`src/rtl/codec_wr_pkg.sv`:
```
package codec_wr_pkg;
    typedef enum logic [1:0] {
        ST_IDLE  = 2'd0,
        ST_START = 2'd1,
        ST_DATA  = 2'd2,
        ST_STOP  = 2'd3
    } wr_state_e;
endpackage

```
`src/rtl/codec_wr_tick.sv`:
```
module codec_wr_tick #(
    parameter int QUARTER_CYCLES = 125
) (
    input  logic clk,
    input  logic rst_n,
    input  logic run,
    output logic tick
);
    localparam int CNT_W = $clog2(QUARTER_CYCLES > 1 ? QUARTER_CYCLES : 2);

    logic [CNT_W-1:0] cnt_d, cnt_q;

    assign tick = run && (cnt_q == CNT_W'(QUARTER_CYCLES - 1));

    always_comb begin
        if (!run)      cnt_d = '0;
        else if (tick) cnt_d = '0;
        else           cnt_d = cnt_q + CNT_W'(1);
    end

    always_ff @(posedge clk) begin
        if (!rst_n) cnt_q <= '0;
        else        cnt_q <= cnt_d;
    end

    // the quarter counter never passes the quarter length
    p_quarter_bound_r6: assert property (@(posedge clk) disable iff (!rst_n)
        cnt_q < CNT_W'(QUARTER_CYCLES));
endmodule

```
`src/rtl/codec_wr_frame.sv`:
```
module codec_wr_frame #(
    parameter logic [6:0] DEV_ADDR = 7'h1A,
    parameter int IDX_W = 7,
    parameter int VAL_W = 9
) (
    input  logic [IDX_W-1:0]           index,
    input  logic [VAL_W-1:0]           value,
    output logic [8+IDX_W+VAL_W-1:0]   frame
);
    // address byte with write bit, then index and value packed MSB first
    assign frame = {DEV_ADDR, 1'b0, index, value};
endmodule

```
`src/rtl/codec_reg_writer.sv`:
```
module codec_reg_writer
    import codec_wr_pkg::*;
#(
    parameter int QUARTER_CYCLES = 125,
    parameter logic [6:0] DEV_ADDR = 7'h1A,
    parameter int IDX_W = 7,
    parameter int VAL_W = 9
) (
    input  logic             clk,
    input  logic             rst_n,
    input  logic             req_valid,
    input  logic [IDX_W-1:0] req_index,
    input  logic [VAL_W-1:0] req_value,
    output logic             busy,
    output logic             done,
    output logic             ack_error,
    output logic             scl,
    output logic             sda_oe,
    input  logic             sda_in
);
    localparam int FRAME_W = 8 + IDX_W + VAL_W;
    localparam int NBYTES  = FRAME_W / 8;
    localparam int BYTE_W  = $clog2(NBYTES);
    localparam logic [3:0] ACK_SLOT = 4'd8;

    typedef struct packed {
        wr_state_e         st;
        logic [1:0]        ph;
        logic [3:0]        bitn;
        logic [BYTE_W-1:0] byten;
        logic [FRAME_W-1:0] sh;
        logic              scl;
        logic              oe;
        logic              nack;
        logic              err;
        logic              done;
    } regs_t;

    regs_t r_d, r_q;
    logic [FRAME_W-1:0] frame_w;
    logic tick;

    codec_wr_frame #(.DEV_ADDR(DEV_ADDR), .IDX_W(IDX_W), .VAL_W(VAL_W)) u_frame (
        .index (req_index),
        .value (req_value),
        .frame (frame_w)
    );

    codec_wr_tick #(.QUARTER_CYCLES(QUARTER_CYCLES)) u_tick (
        .clk   (clk),
        .rst_n (rst_n),
        .run   (r_q.st != ST_IDLE),
        .tick  (tick)
    );

    always_comb begin
        r_d = r_q;
        r_d.done = 1'b0;
        unique case (r_q.st)
            ST_IDLE: begin
                if (req_valid) begin
                    r_d.st    = ST_START;
                    r_d.ph    = 2'd0;
                    r_d.bitn  = '0;
                    r_d.byten = '0;
                    r_d.sh    = frame_w;
                    r_d.scl   = 1'b1;
                    r_d.oe    = 1'b1;
                    r_d.nack  = 1'b0;
                    r_d.err   = 1'b0;
                end
            end
            ST_START: begin
                if (tick) begin
                    if (r_q.ph == 2'd0) begin
                        r_d.ph  = 2'd1;
                        r_d.scl = 1'b0;
                    end else begin
                        r_d.st    = ST_DATA;
                        r_d.ph    = 2'd0;
                        r_d.bitn  = '0;
                        r_d.byten = '0;
                    end
                end
            end
            ST_DATA: begin
                if (tick) begin
                    unique case (r_q.ph)
                        2'd0: begin
                            r_d.ph = 2'd1;
                            r_d.oe = (r_q.bitn == ACK_SLOT) ? 1'b0 : ~r_q.sh[FRAME_W-1];
                        end
                        2'd1: begin
                            r_d.ph  = 2'd2;
                            r_d.scl = 1'b1;
                        end
                        2'd2: begin
                            r_d.ph = 2'd3;
                            if (r_q.bitn == ACK_SLOT) r_d.nack = sda_in;
                        end
                        default: begin
                            r_d.ph  = 2'd0;
                            r_d.scl = 1'b0;
                            if (r_q.bitn == ACK_SLOT) begin
                                if (r_q.nack || r_q.byten == BYTE_W'(NBYTES - 1)) begin
                                    r_d.st = ST_STOP;
                                end else begin
                                    r_d.byten = r_q.byten + BYTE_W'(1);
                                    r_d.bitn  = '0;
                                end
                            end else begin
                                r_d.bitn = r_q.bitn + 4'd1;
                                r_d.sh   = r_q.sh << 1;
                            end
                        end
                    endcase
                end
            end
            default: begin
                if (tick) begin
                    unique case (r_q.ph)
                        2'd0: begin
                            r_d.ph = 2'd1;
                            r_d.oe = 1'b1;
                        end
                        2'd1: begin
                            r_d.ph  = 2'd2;
                            r_d.scl = 1'b1;
                        end
                        2'd2: begin
                            r_d.ph = 2'd3;
                            r_d.oe = 1'b0;
                        end
                        default: begin
                            r_d.st   = ST_IDLE;
                            r_d.ph   = 2'd0;
                            r_d.done = 1'b1;
                            r_d.err  = r_q.nack;
                        end
                    endcase
                end
            end
        endcase
    end

    always_ff @(posedge clk) begin
        if (!rst_n) begin
            r_q       <= '0;
            r_q.st    <= ST_IDLE;
            r_q.scl   <= 1'b1;
            r_q.oe    <= 1'b0;
        end else begin
            r_q <= r_d;
        end
    end

    assign busy      = (r_q.st != ST_IDLE);
    assign done      = r_q.done;
    assign ack_error = r_q.err;
    assign scl       = r_q.scl;
    assign sda_oe    = r_q.oe;

    // idle bus is released with SCL high
    p_idle_bus_r1: assert property (@(posedge clk) disable iff (!rst_n)
        !busy |-> (scl && !sda_oe));

    // SDA moves under a high SCL only during START or STOP
    p_sda_steady_high_r5: assert property (@(posedge clk) disable iff (!rst_n)
        (scl && $past(scl) && (sda_oe != $past(sda_oe)))
            |-> (r_q.st == ST_START || r_q.st == ST_STOP));

    // acknowledge slot keeps SDA released once the old bit is dropped
    p_ack_release_r4: assert property (@(posedge clk) disable iff (!rst_n)
        (r_q.st == ST_DATA && r_q.bitn == ACK_SLOT && r_q.ph != 2'd0) |-> !sda_oe);

    // completion is a single-cycle pulse coinciding with busy falling
    p_done_pulse_r8: assert property (@(posedge clk) disable iff (!rst_n)
        done |=> !done);
    p_done_with_idle_r8: assert property (@(posedge clk) disable iff (!rst_n)
        done |-> (!busy && $past(busy)));

    // error flag moves only at completion or when a request is taken
    p_err_change_r9: assert property (@(posedge clk) disable iff (!rst_n)
        !$stable(ack_error) |-> (done || $rose(busy)));
endmodule

```
`config.mk`:
```
export PLATFORM = sky130hd
export DESIGN_NAME = codec_reg_writer
export DESIGN_NICKNAME = d
export VERILOG_FILES = /design/src/rtl/codec_wr_pkg.sv /design/src/rtl/codec_wr_tick.sv /design/src/rtl/codec_wr_frame.sv /design/src/rtl/codec_reg_writer.sv
export SDC_FILE = /design/constraint.sdc
export NUM_CORES = 1
export LEC_CHECK = 0
export CORE_MARGIN = 5
export CORE_UTILIZATION = 45
export DETAILED_ROUTE_END_ITERATION = 10
export GPL_TIMING_DRIVEN = 0
export PLACE_DENSITY = 0.69
export SKIP_CTS_REPAIR_TIMING = 1
export SYNTH_ARGS = -nofsm -noshare
export SYNTH_HDL_FRONTEND = slang
export SYNTH_SLANG_ARGS = --single-unit
```
`constraint.sdc`:
```
create_clock -name clk -period 5.45 [get_ports clk]
set_input_delay 1.09 -clock clk [delete_from_list [all_inputs] [get_ports clk]]
set_output_delay 1.09 -clock clk [all_outputs]
set_load 0.005 [all_outputs]
```
* Word level (Yosys, flattened, before mapping)
Cells that the tools add are included.
** Operators by class
- $add $sub $neg :: 3
- Equality and inequality tests :: 23
- Muxes and demuxes :: 36
- Bitwise operators :: 6
- Reductions and logical operators :: 24
** Operators with widths (count)
- $pmux W24 S2 :: 1
- $mux W38 :: 1
- $mux W37 :: 1
- $mux W30 :: 1
- $mux W24 :: 1
- $ne A2 B2 Y1 const B :: 12
- $mux W2 :: 9
- $pmux W6 S3 :: 1
- $reduce_and A7 Y1 :: 2
- $mux W6 :: 2
- $pmux W4 S3 :: 1
- $mux W10 :: 1
- $reduce_and A5 Y1 :: 2
- $reduce_and A9 Y1 :: 1
- $mux W1 :: 8
- $mux W4 :: 2
- $pmux W1 S2 :: 4
- $reduce_and A4 Y1 :: 2
- $reduce_and A8 Y1 :: 1
- $add A7 B1 Y7 const B :: 1
- $eq A7 B7 Y1 const B :: 1
- $eq A2 B2 Y1 const B :: 3
- $not A1 Y1 :: 6
- $pmux W1 S3 :: 2
- other kinds (18) :: 26
** Word-level totals
- Register bits after elaboration :: 46

* Longest topological paths before layout
Gate-level depths: netlist (run 1).
- Word-level depth :: 7
- Mapped depth :: 8
- Gate-level depth less buffers :: 6

* Modules after synthesis
Synthesis (run 1) repeated with hierarchy kept, for this count alone.
** Second synthesis, totals
- Cell total of the unflattened synthesis :: 302
- Area total of the unflattened synthesis :: 2737.6 um^2
** By module, submodules not included
- codec_reg_writer :: instances 1, cells an instance 239, area each 2229.6 um^2
- codec_wr_tick :: instances 1, cells an instance 37, area each 320.3 um^2
- codec_wr_frame :: instances 1, cells an instance 26, area each 187.7 um^2

* Worst setup path after synthesis (run 1)
Ideal clock, no wire load.
- Path kind :: input -> register
- From :: in req_valid
- To :: reg scl (netlist name)
- Library setup time :: 0.122 ns
- Data arrival time :: 1.995 ns
- Required time :: 5.328 ns
- Path slack :: 3.333 ns
- Cell stages on the path :: 4
- Path buffers :: 0
- Path through :: nand2_1 o32ai_2 a21boi_1 a311o_1
** Between the ends
- Longest elaborated chain between the ends :: 2
** RTL lines
- start: declaration :: RTL line codec_reg_writer.sv:11 : input logic req_valid,
- $ne A2 B2 Y1 (no source line)
- $reduce_and A7 Y1 (no source line)
No other way between the ends.
A chain may end at the register's enable or synchronous reset.

* Final worst setup path (run 1)
- From :: reg r_q[38] (netlist name)
- To :: out busy
** Between the ends
- Longest elaborated chain between the ends :: 1
** RTL lines
- start: declaration :: RTL line codec_reg_writer.sv:39 : regs_t r_d, r_q;
- start signal: assignment :: RTL line codec_reg_writer.sv:153 : r_q <= r_d;
- $reduce_bool A2 Y1 :: RTL line codec_reg_writer.sv:157 : assign busy = (r_q.st != ST_IDLE);
- end: declaration :: RTL line codec_reg_writer.sv:14 : output logic busy,
No other way between the ends.

==> results_dict.tcl, run 1 <==
set metrics [dict create \
    outcome "finished, final reports clean" \
    layout.cells.non_filler 381 \
    hp-start "r_q[7]" \
    power.density_nw_per_um2 384.1 \
    r2r_cells 6 \
    grt_start_max_net_pins 16 \
    clock_skew_ps 11.80 \
    post-route-period-util 0.5278 \
    syn-num-nets 310 \
    syn_to_final_growth_pct 16.85 \
    relSlewSlack 0.6247 \
    io_buffer_count 24 \
    final_nets 341 \
    yosysTopAreaCell "dfxtp_1" \
    cap_violations 0 \
    yosys_warnings 0 \
    antenna_found_initial 0 \
    routed_wirelength_um 5402 \
    fin_ws_ps 2574 \
    wl_per_cell_um 14.18 \
    synth_cell_types 50 \
    path_max_fanout 7 \
    clock_path_buffers 2 \
    timing.final.max_slew_violations 0 \
    grt_overflow_total 0 \
    min_period_ps 2876 \
    grtUsageMet3 0.03631 \
    critPathTopFamily "buffers and inverters" \
    clk_pin_slew_worst_paths_ps 100 \
    static-leakage-power_nw 1.130 \
    fp.dieW_um 84.24 \
    synth-seq-area-share 0.3713 \
    dp_cells 373 \
    r2r_setup_slack_ps 3370 \
    ant_nets 0 \
    synthTopCellsByArea "dfxtp_1, mux2i_1, nand2_1" \
    htreeDepth 2 \
    dp_slack_ps 2558 \
    finalSetupTns_ps 0 \
    holdPathStages 2 \
    setup-violations-final 0 \
    track_usage 0.1579 \
    clk-insertion-delay-late_ps 300 \
    crit_type "flop to output port" \
    cpMaxStageDelayCell "clkdlybuf4s50_1" \
    syn_area_um2 2480 \
    path_buf_inv 3 \
    arrival_ps 1790 \
    insertedDiodeCount 0 \
    synthArstFlopShare 0 \
    initial_utilization 0.4559 \
    critPathMaxStageDelay_ps 530 \
    std_cell_rows 27 \
    io_pins 25 \
    core_um2 5439 \
    fmax_mhz 347.7 \
    clkSinkCount 46 \
    dpl.hpwl_um 3922 \
    rsz0062_at_grt "no" \
    drc_errors 0 \
    hold_violations 0 \
    grt_pass1_vias 1930 \
    die_area_um2 7096 \
    syn_inst 277 \
    ys_seq_elements 46 \
    crit_chain "inv_1 > ha_1 > inv_1 > clkdlybuf4s50_1" \
    via_per_inst 5.346 \
    top_usage_layer "met2" \
    grt_pass1_wl_um 9246 \
    cts_tree "done" \
    vias 2037 \
    synthFlopType "dfxtp_1" \
    reg2reg_from "r_q[38]" \
    end_kind "output port" \
    cts_buffers 5 \
    hold_path_end "r_q[7]" \
    critPathLaunchType "flop" \
    cp.required_ps 4360 \
    drtIter0Drc 114 \
    gp_congestion 0.8265 \
    synth_edf_count 0 \
    worst_slew_pin_slew_ps 548.7 \
    firstDrtPassIters 5 \
    r2r_end "scl" \
    clockRootBuffer "clkbuf_8" \
    yosys.area.top_type_share 0.3713 \
    hold_class "flop to flop" \
    met1_usage 0.2198 \
    drive_above_1_share 0.1294 \
    cpMostUsedCell "inv_1" \
    grt_util_met2 0.2446 \
    ir_drop_mv 0.2085 \
    synth.avg_cell_area_um2 8.953 \
    die_y_um 84.24 \
]
where the power goes:
group | internal [mW] | switching [mW]
clock | 0.0905 | 0.123
combinational | 0.226 | 0.251
sequential | 0.388 | 0.0327
total | 0.705 | 0.408
worst max path at each step:
stage | slack (ps) | cells past startpoint | from | endpoint
final | 2570 | 4 | r_q[38] | busy
after global routing | 2470 | 4 | r_q[37] | busy
after CTS | 2570 | 4 | r_q[38] | busy
after detailed placement | 2560 | 5 | req_valid | scl
after global placement | 2600 | 5 | req_valid | scl
after floorplan | 3330 | 4 | req_valid | scl
cell usage after synthesis, types with 3 or more instances:
cell      count
dfxtp_1      46
mux2i_1      26
nand4_1       4
buf_2         5
clkbuf_1      8
mux2_2       16
a21oi_1       3
nand2_1      52
ha_1         13
inv_1        14
xor2_1        3
o221a_2       3
nand3_1      11
o22ai_1       3
nor2_1       13
o21ai_0       4
nor4_1        4
nor3_1        5
tightest hold or removal path: cells and delay by family, from the launching register on:
| kind | cells | cell delay [ps] |
|---|---|---|
| simple gates | 1 | 50 |
| flops | 1 | 320 |
| mux | 1 | 50 |
stage by stage:
step | hold slack, ps | util | power (mW) | instance area [um2]
floorplan | 430.0 | - | 0.7805 | 2480
global placement | 442.7 | 0.5167 | 0.8970 | 2810
detailed placement | 449.0 | 0.5167 | 0.9025 | 2810
CTS | 464.8 | 0.5328 | 1.119 | 2898
global route | 483.7 | 0.5328 | 1.189 | 2898
finish | 460.6 | 0.5328 | 1.113 | 2898
state kept, by name (all words and copies together), names as in the netlist:
name	cells
scl	1
sda_oe	1
u_tick.cnt_q	7
r_q	35
ack_error	1
done	1
routing by layer:
metal,vias to the layer above,share of wire,wire length [um]
li1,1043,-,-
met1,946,0.51,2764
met2,42,0.44,2380
met3,6,0.037,198
met4,0,0.011,60
met5,-,0,0
cell type report:
cell class              instances  area, um2
plain buffers                  13      55.05
clock buffers                   5      68.82
clock inverters                 3      18.77
fillers                       521       2541
inverters                      15      56.30
multi-input cells             203       1448
flip-flops and latches         46      920.9
well taps                      72      90.09
repair buffers                 24      240.2
cell families after synthesis:
logic type | synth area share
compound gates | 0.1140
xor+xnor | 0.01766
fa+ha+maj | 0.06559
buf+inv | 0.04490
flops | 0.3713
mux | 0.1776
simple gates | 0.2089
placed cells by master (no fill, tap or decap), types with 2 or more instances in the layout:
cell type and instances:
or2_2 2, o2111ai_1 2, and3b_1 2, mux2_2 16, nor2b_1 2, o21ai_0 4, nor3_1 5, ha_1 13
and3_1 2, clkdlybuf4s50_1 24, o221a_2 3, xor2_1 3, nand3_1 11, nor2_1 13, nand3b_1 2, a32o_1 2
mux2i_1 26, nand2_1 52, buf_2 5, or3_4 2, or3_1 2, clkbuf_1 8, inv_1 14, a21oi_1 3
clkbuf_8 5, xnor2_1 2, nand4_1 4, o31ai_1 2, clkinv_2 2, nor4_1 4, o21a_1 2, dfxtp_1 46
o22ai_1 3
No activity file was read; power rests on OpenSTA's default activity.
==> inputs of run 2 (changes only) <==
==> constraint.sdc (replaced) <==
create_clock -name clk -period 2.85 [get_ports clk]
set_input_delay 0.57 -clock clk [delete_from_list [all_inputs] [get_ports clk]]
set_output_delay 0.57 -clock clk [all_outputs]
set_load 0.005 [all_outputs]
==> results of run 2 <==
The final DEF is identical to that of run 1. Status: finished, final reports clean.
Main changes from that run: setup slack after placement 2558 ps -> 477.6 ps; setup slack after layout 2574 ps -> 493.7 ps; register-to-register setup slack 3370 ps -> 770 ps; total power 1.113 mW -> 2.128 mW; worst IR drop on VDD 0.2085 mV -> 0.3988 mV
